--- src/rtl/lru_tag_store.sv ---
`timescale 1ns/1ps
module lru_tag_store #(
  parameter int ADDR_W      = 32,
  parameter int CACHE_BYTES = 256,
  parameter int WAYS        = 4,
  parameter int LINE_BYTES  = 16,
  parameter int SIZE_W      = 6,
  parameter int CNT_W       = 32
) (
  input  logic              clk,
  input  logic              rst_n,
  input  logic              req_valid,
  output logic              req_ready,
  input  logic [ADDR_W-1:0] req_addr,
  input  logic [SIZE_W-1:0] req_size,
  output logic              res_valid,
  output logic              res_hit,
  output logic              res_err,
  output logic [CNT_W-1:0]  hit_count,
  output logic [CNT_W-1:0]  miss_count
);
  localparam int SETS     = CACHE_BYTES / LINE_BYTES / WAYS;
  localparam int OFF_W    = $clog2(LINE_BYTES);
  localparam int SET_BITS = $clog2(SETS);
  localparam int IDX_W    = (SET_BITS > 0) ? SET_BITS : 1;
  localparam int TAG_W    = ADDR_W - OFF_W - SET_BITS;
  localparam int WAY_W    = (WAYS > 1) ? $clog2(WAYS) : 1;

  function automatic logic [IDX_W-1:0] set_of(input logic [ADDR_W-1:0] a);
    logic [ADDR_W-1:0] x;
    x = (a >> OFF_W) & ADDR_W'(SETS - 1);
    return x[IDX_W-1:0];
  endfunction

  function automatic logic [TAG_W-1:0] tag_of(input logic [ADDR_W-1:0] a);
    logic [ADDR_W-1:0] x;
    x = a >> (OFF_W + SET_BITS);
    return x[TAG_W-1:0];
  endfunction

  logic [TAG_W-1:0] tags [SETS][WAYS];

  logic             busy;
  logic [IDX_W-1:0] pend_set;
  logic [TAG_W-1:0] pend_tag;
  logic             pend_miss;

  logic [ADDR_W-1:0] end_addr;
  logic [IDX_W-1:0]  s_set, e_set, nxt_set, lk_set;
  logic [TAG_W-1:0]  s_tag, e_tag, lk_tag;
  logic              accept, one_line, two_line, lk_en;

  assign req_ready = !busy;
  assign accept    = req_valid && !busy;
  assign end_addr  = req_addr + ADDR_W'(req_size) - ADDR_W'(1);
  assign s_set     = set_of(req_addr);
  assign e_set     = set_of(end_addr);
  assign s_tag     = tag_of(req_addr);
  assign e_tag     = tag_of(end_addr);
  assign nxt_set   = (s_set + IDX_W'(1)) & IDX_W'(SETS - 1);
  assign one_line  = (s_set == e_set);
  assign two_line  = !one_line && (nxt_set == e_set);

  assign lk_set = busy ? pend_set : s_set;
  assign lk_tag = busy ? pend_tag : s_tag;
  assign lk_en  = busy || (accept && (one_line || two_line));

  logic [WAYS-1:0]  match;
  logic             hit;
  logic [WAY_W-1:0] hit_way, top;

  for (genvar w = 0; w < WAYS; w++) begin : g_cmp
    assign match[w] = (tags[lk_set][w] == lk_tag);
  end

  always_comb begin
    hit     = 1'b0;
    hit_way = '0;
    for (int w = WAYS - 1; w >= 0; w--) begin
      if (match[w]) begin
        hit     = 1'b1;
        hit_way = WAY_W'(w);
      end
    end
  end

  assign top = hit ? hit_way : WAY_W'(WAYS - 1);

  always_ff @(posedge clk or negedge rst_n) begin
    if (!rst_n) begin
      for (int s = 0; s < SETS; s++)
        for (int w = 0; w < WAYS; w++)
          tags[s][w] <= '0;
    end else if (lk_en) begin
      tags[lk_set][0] <= lk_tag;
      for (int w = 1; w < WAYS; w++)
        if (w <= int'(top))
          tags[lk_set][w] <= tags[lk_set][w-1];
    end
  end

  logic done, done_hit;
  assign done     = busy || (accept && one_line);
  assign done_hit = busy ? (hit && !pend_miss) : hit;

  always_ff @(posedge clk or negedge rst_n) begin
    if (!rst_n) begin
      busy       <= 1'b0;
      pend_set   <= '0;
      pend_tag   <= '0;
      pend_miss  <= 1'b0;
      res_valid  <= 1'b0;
      res_hit    <= 1'b0;
      res_err    <= 1'b0;
      hit_count  <= '0;
      miss_count <= '0;
    end else begin
      res_valid <= 1'b0;
      res_hit   <= 1'b0;
      res_err   <= 1'b0;
      busy      <= 1'b0;
      if (done) begin
        res_valid <= 1'b1;
        res_hit   <= done_hit;
        if (done_hit) hit_count  <= hit_count + CNT_W'(1);
        else          miss_count <= miss_count + CNT_W'(1);
      end else if (accept && two_line) begin
        busy      <= 1'b1;
        pend_set  <= e_set;
        pend_tag  <= e_tag;
        pend_miss <= !hit;
      end else if (accept) begin
        res_valid <= 1'b1;
        res_err   <= 1'b1;
      end
    end
  end
endmodule

--- config.mk ---
export PLATFORM = sky130hd
export DESIGN_NAME = lru_tag_store
export DESIGN_NICKNAME = d
export VERILOG_FILES = /design/src/rtl/lru_tag_store.sv
export SDC_FILE = /design/constraint.sdc
export NUM_CORES = 1
export LEC_CHECK = 0
export CAP_MARGIN = 40
export CORE_MARGIN = 3
export CORE_UTILIZATION = 55
export DETAILED_ROUTE_END_ITERATION = 16
export PLACE_DENSITY = 0.73
export SKIP_LAST_GASP = 1
export SLEW_MARGIN = 20
export SYNTH_ARGS = -nofsm -noshare
export SYNTH_HDL_FRONTEND = slang
export SYNTH_SLANG_ARGS = --single-unit
--- constraint.sdc ---
create_clock -name clk -period 4.2 [get_ports clk]
set_clock_uncertainty 0.15 [all_clocks]
set_input_delay 0.84 -clock clk [delete_from_list [all_inputs] [get_ports clk]]
set_output_delay 0.84 -clock clk [all_outputs]
set_load 0.02 [all_outputs]
==> results.md, run 1 <==
- Outcome: complete, no violations
- Drt total wl: 75,190 um
- Worst ir drop on vdd: 0.3608 mV
- Die area: 50,100 um^2
- Clock Path Buffers: 3
- Data arrival, critical path: 4460 ps
- TritonCTS clock tree: built
- Fin nets: 2,737
- WHS: 158.5 ps
- H-tree depth: 2
- Cell Pwr Density: 682.1 nW/um^2
- Total clock buffers created by CTS: 55
- Most used DFF post-synth: dfrtp_1
- GR Util All Layers: 28.54%
- Fmax: 240.3 MHz
- Detailed Place HPWL: 50,040 um
- Yosys warns: 0
- Clk_lat worst skew: 610 ps
- Mapped cell area: 26,100 um^2
- Top cells by area, synth: dfrtp_1 (49%), mux2_2 (8.3%), mux2_1 (5.4%), mux2i_1 (3.8%), xnor2_1 (3.8%)
- Final Power: 0.02267 W
- Met2 usage: 47.64%
- Post-synth EDFFs: 0
- Ys async rst share: 100.0%
- Initial antenna violation count: 3
- Max-slew violations: 0
- Clk sink count: 513
- Sum of negative setup slack: 0 ps
- Mean Syn Cell Area: 11.49 um^2
- Input/output buffers: 108
- Via count of the first global-routing pass: 20,425
- Global route hottest layer: met2
- Detailed Route Iter0 Violations: 1,635
- Die width: 223.8 um
- Routing usage on met3: 4.272%
- Synth top area share: 49.19%
- Gate Count Post-Synth: 2,271
- Layout Cells excl Fill: 3,313
- Crit start category: register
- I/O pins: 109
- Largest net degree at the start of global routing: 109
- Final worst-path cycle share: 99.09%
- Drt pass-1 iters: 8
- Vias per cell: 6.109
- Worst-path clk slew: 70 ps
- Gpl congestion: 0.8842
- Routed wire per std cell: 22.70 um
- Gr ovfl total: 0
- Share of cells above drive strength 1: 28.85%
- Area growth syn-to-layout: 27.38%
- Setup Viol. Count Final: 0
- First-pass GRT wire length: 114,000 um
- Final min period: 4162 ps
- Met1 usage: 37.98%
- Syn_nets: 2,348
- Worst path required time: 4500 ps
- P_leak: 14.69 nW
- Max_cap viols: 0
- Dominant cell type by area after synthesis: dfrtp_1
- Clock root cell: clkbuf_16
- Maximum fanout along the worst path: 11
- Core Region: 46,750 um^2
- Inst Count DP: 3,166
- Hold Crit Class: primary input to asynchronous set/reset pin
- RSZ-0062 raised after global routing: true
- Worst rel slew slack: 40.33%
- Site row count: 79
- Yosys reg bits: 513
- Synth cell types: 76
- Hold Vio Cnt, Final: 0
- Chip height: 223.8 um
- Post-synthesis sequential area ratio: 49.19%
- Vias: 20,240
- Initial Util: 55.82%
- Worst Tran Pin Value: 895.1 ps
- CP endpoint kind: register
- Setup CP Type: register to register
- Post-detailed-route count of antenna-violating nets: 0
- DRC Markers: 0
## cell usage in the layout, fill, tap and decap left out, types with 62 or more instances in the layout
master / instances
a21oi_1: 159
buf_12: 64
buf_4: 267
clkbuf_16: 62
clkdlybuf4s50_1: 105
dfrtp_1: 511
mux2_1: 122
mux2_2: 193
mux2i_1: 92
nand2_1: 131
nor2_1: 95
o21ai_0: 100
xnor2_1: 109
xor2_1: 107
## cell usage after synthesis (10+ instances only)
library cell and instances:
nor2_2 10, inv_1 57, nand2_1 131, mux2i_1 100
nor4_2 22, xor2_1 109, buf_4 24, mux2i_2 16
nor4b_1 15, nand4_1 49, nor2_1 100, a21oi_1 183
o21ai_0 100, dfrtp_1 513, nor4_1 33, nor3_1 18
o22ai_1 38, buf_6 14, mux2_2 193, ha_1 36
xnor2_1 112, clkbuf_1 44, and2_1 13, nand3_1 24
mux2_1 124, and3_1 22, buf_2 45
## worst paths after layout
path                            cells after the start            startpoint                         end  slack [ps]
worst max-delay path                               13        busy$_DFF_PN0_  miss_count[20]$_DFFE_PN0P_          40
worst min-delay path                                1                 rst_n       tags[305]$_DFFE_PN0P_         160
worst max register to register                     13        busy$_DFF_PN0_  miss_count[20]$_DFFE_PN0P_          40
worst min register to register                      2  tags[88]$_DFFE_PN0P_        tags[88]$_DFFE_PN0P_         330
max in group asynchronous                           2                 rst_n              busy$_DFF_PN0_        2720
min in group clk                                    2  tags[88]$_DFFE_PN0P_        tags[88]$_DFFE_PN0P_         330
## sequential cells by signal, indices dropped and copies added, names as in the netlist
| register | flops |
|---|---|
| res_valid | 1 |
| pend_tag | 26 |
| tags | 416 |
| busy | 1 |
| miss_count | 32 |
| pend_set | 2 |
| hit_count | 32 |
| res_err | 1 |
| res_hit | 1 |
| pend_miss | 1 |
## metal layers
| layer | wire, um | share of wire, % |
|---|---|---|
| met4 | 2943 | 3.9 |
| met2 | 36100 | 48 |
| met3 | 4859 | 6.5 |
| met1 | 31280 | 42 |
| met5 | 7 | 0.0093 |
## logic make-up after synthesis
logic type	count (synthesis)	share of synthesized area, %
xor+xnor	221	7.417
buf+inv	186	3.682
compound gates	392	8.568
mux	441	19.05
fa+ha+maj	36	1.726
simple gates	482	10.37
flops	513	49.19
## cell type report
class                           count  area [um^2]
Fill cell                        3158        13510
Multi-Input combinational cell   1572        12870
Sequential cell                   513        12840
Timing Repair Buffer              461         4738
Clock buffer                       85         1649
Tap cell                          607        759.5
Inverter                           57        214.0
Clock inverter                     16        166.4
Antenna cell                        2        5.005
## through the flow
step                      util [%]  instance area [um^2]  worst slack [ps]
after floorplan                  -                 26110             76.78
after global placement       64.87                 30330            -849.2
after detailed placement     64.88                 30330            -946.0
after CTS                    68.97                 32240            -4.305
after global routing         71.10                 33240            -76.32
final                        71.10                 33240             38.31
## critical path, stage by stage, from the launching register on
cell and delay (ps):
dfrtp_4 560, buf_8 170, buf_4 140, mux2i_4 230, mux4_2 610, xnor2_2 180
nor4_2 280, nand4_1 180, or4_4 560, a41oi_4 360, buf_6 190, clkbuf_16 160
nor4b_1 70, xor2_1 170
## repair_timing
action / CTS / global route
pin swaps: 1 / 32
setup endpoints to repair: 186 / 418
hold buffers: 0 / 0
gates resized for setup: 20 / 99
setup buffers: 0 / 37
gates cloned: 0 / 8
## where the power goes
part,switching (W),total (W),internal [W]
Clock,0.00200,0.00487,0.00287
Combinational,0.00465,0.00930,0.00465
Sequential,0.00135,0.00851,0.00716
Power figures use the tool's default switching activity.
==> run 2, diff against run 1 <==
--- a/config.mk
+++ b/config.mk
@@ -10,6 +10,7 @@
 export CORE_UTILIZATION = 55
 export DETAILED_ROUTE_END_ITERATION = 16
 export PLACE_DENSITY = 0.73
+export SETUP_SLACK_MARGIN = 0.1
 export SKIP_LAST_GASP = 1
 export SLEW_MARGIN = 20
 export SYNTH_ARGS = -nofsm -noshare
==> run 2 against run 1 <==
Effect of this change: first-iteration DRC count up 12%; sequential share of layout area down 0.65 points; worst hold slack worse by 1.4 ps; largest power group unchanged.
==> results.md, run 2 (same netlist as run 1, synthesis figures left out) <==
- Outcome: complete, no violations
- Sequential Power Share: 36.7% (-0.8 points)
- Filler cell count: 3,050 (-3.4%)
- Cell Pwr Density: 687.4 nW/um^2 (+0.78%)
- Site row count: 79 (unchanged)
- Data arrival, critical path: 4530 ps (+70 ps)
- Final min period: 4193 ps (+31.73 ps)
- Fmax: 238.5 MHz (-0.76%)
- CP endpoint kind: register
- Die area: 50,100 um^2 (unchanged)
- Switch share: 35.16% (-0.085 points)
- Setup CP Type: primary input to register
- Share of cells above drive strength 1: 30.47% (+1.6 points)
- Max-slew violations: 0 (unchanged)
- Max reg flops: 416 (unchanged)
- Met2 usage: 48.91% (+1.3 points)
- Final worst slack: 6.578 ps (-31.73 ps)
- Hold Vio Cnt, Final: 0 (unchanged)
- Util after Layout: 72.30% (+1.2 points)
- H-tree depth: 2 (unchanged)
- Worst-path clk slew: 60 ps (about the same)
- Initial antenna violation count: 0 (-3)
- Clk_lat worst skew: 610 ps (about the same)
- Worst rel slew slack: 41.16% (+0.83 points)
- WHS: 157.0 ps (-1.409 ps)
- Post-detailed-route count of antenna-violating nets: 0 (unchanged)
- Drt pass-1 iters: 6 (-2)
- Pint: 0.01507 W (+2.6%)
- First-pass GRT wire length: 117,400 um (+2.9%)
- GR Util All Layers: 29.53% (+1.0 points)
- Worst path required time: 4540 ps (+40 ps)
- Clk sink count: 513 (unchanged)
- Total clock buffers created by CTS: 54 (-1.8%)
- Met1 usage: 39.13% (+1.1 points)
- Commonest non-fill, non-tap cell in the layout: dfrtp_1
- Clock Path Buffers: 3 (unchanged)
- Worst ir drop on vdd: 0.3686 mV (+2.2%)
- Comb pwr share: 41.2% (+0.2 points)
- Drt total wl: 77,060 um (+2.5%)
- Detailed Place HPWL: 50,930 um (+1.8%)
- I/O pins: 109 (unchanged)
- Input/output buffers: 108 (unchanged)
- Vias: 20,458 (+1.1%)
- Fin nets: 2,761 (+0.88%)
- Commonest cells after routing, fill and taps aside: dfrtp_1 (511), buf_4 (274), mux2_2 (193)
- Max_cap viols: 0 (unchanged)
- Die width: 223.8 um (unchanged)
- Routing usage on met3: 4.757% (+0.48 points)
- Via count of the first global-routing pass: 21,047 (+3.0%)
- Clk network pwr share: 22.1% (+0.6 points)
- Core Region: 46,750 um^2 (unchanged)
- Largest net degree at the start of global routing: 104 (-4.6%)
- Detailed Route Iter0 Violations: 1,825 (+12%)
- Chip height: 223.8 um (unchanged)
- Worst Tran Pin Value: 882.6 ps (-12.43 ps)
- Final worst-path cycle share: 99.84% (+0.76 points)
- Gpl congestion: 0.8970 (+1.4%)
- TritonCTS clock tree: built
- Crit start category: primary input
- Pre-CTS setup slack: -1070 ps (-124.0 ps)
- RSZ-0062 raised after global routing: true
- Area growth syn-to-layout: 29.54%
- Switching Power: 0.008171 W (+2.2%)
- Biggest regs: tags x416, hit_count x32, miss_count x32
- Vias per cell: 6.136 (+0.44%)
- Post-CTS Hold Fix Bufs: 0 (unchanged)
- Sum of negative setup slack: 0 ps (unchanged)
- Hold Crit Class: primary input to asynchronous set/reset pin
- P_leak: 14.94 nW (+1.7%)
- Biggest register: tags
- Diode count: 0 (-2)
- Gr ovfl total: 0 (unchanged)
- DRC Markers: 0 (unchanged)
- Clock root cell: clkbuf_16
- Global route hottest layer: met2
- Routed wire per std cell: 23.11 um (+1.8%)
- Maximum fanout along the worst path: 10 (-1)
- Setup Viol. Count Final: 0 (unchanged)
- Initial Util: 55.82% (unchanged)
==> run 2: cell types whose count changed in the layout (fill, tap and decap cells not counted), moves of 5 or more <==
cell and delta:
buf_12 +6, clkbuf_1 -7, mux2i_1 -5, buf_4 +7, mux2i_2 +5, buf_6 +8
nor4_2 +5, nor4_1 -6
==> run 2: routing by layer <==
metal	vias to the layer above	routed length (um)
met4	0	3056
met2	915	37090
met3	198	5369
met5	-	0
li1	8989	-
met1	10356	31530
==> run 2: timing repair <==
| item | in CTS | in global routing |
|---|---|---|
| buffers inserted | 5 | 25 |
| pin swaps | 12 | 47 |
| setup endpoints to repair | 386 | 431 |
| cloned | 1 | 10 |
| resized for setup | 36 | 116 |
==> run 2: path summary, 6_finish.rpt <==
check / startpoint / endpoint / slack [ps] / depth (start not counted)
min: rst_n / pend_tag[18]$_DFFE_PN0P_ / 160 / 1
max: req_addr[5] / tags[176]$_DFFE_PN0P_ / 7 / 17
min in group clk: hit_count[31]$_DFFE_PN0P_ / hit_count[31]$_DFFE_PN0P_ / 330 / 1
min reg2reg: hit_count[31]$_DFFE_PN0P_ / hit_count[31]$_DFFE_PN0P_ / 330 / 1
max reg2reg: busy$_DFF_PN0_ / tags[176]$_DFFE_PN0P_ / 50 / 16
max in group asynchronous: rst_n / tags[122]$_DFFE_PN0P_ / 2810 / 2
==> run 2: cell type report <==
type                            count  area, um^2  area share (%)
Inverter                           57       214.0          0.6329
Multi-Input combinational cell   1572       12950           38.32
Sequential cell                   513       12840           37.98
Clock buffer                       84        1728           5.111
Timing Repair Buffer              486        5106           15.10
Clock inverter                     15       202.7          0.5996
Tap cell                          607       759.5           2.247
==> run 2: worst max-delay path, stage by stage <==
cell and delay, ps:
clkdlybuf4s15_2 260, buf_4 220, nand3b_1 220, buf_6 200
buf_4 150, a21oi_1 80, nor4_2 440, xor2_1 270
nand4_1 280, nor3_2 300, nand3_4 140, buf_6 160
buf_4 150, nand3_4 130, buf_6 160, clkbuf_16 180
mux2_2 340
==> run 2: power by group through the flow <==
stage | registers [W] | logic (W) | clock network, W
floorplan | 0.00809 | 0.00527 | 0
global placement | 0.00828 | 0.00845 | 0
detailed placement | 0.00843 | 0.00880 | 0
CTS | 0.00838 | 0.00901 | 0.00520
global route | 0.00873 | 0.0102 | 0.00541
finish | 0.00852 | 0.00957 | 0.00515
==> run 2: per-stage QoR <==
step / instance area [um^2] / std cells / total power [W]
after detailed placement: 30630 / 3194 / 0.01723
after global placement: 30600 / 3193 / 0.01673
after CTS: 32820 / 3299 / 0.02259
after floorplan: 26120 / 2271 / 0.01336
final: 33800 / 3334 / 0.02324
after global routing: 33800 / 3334 / 0.02436
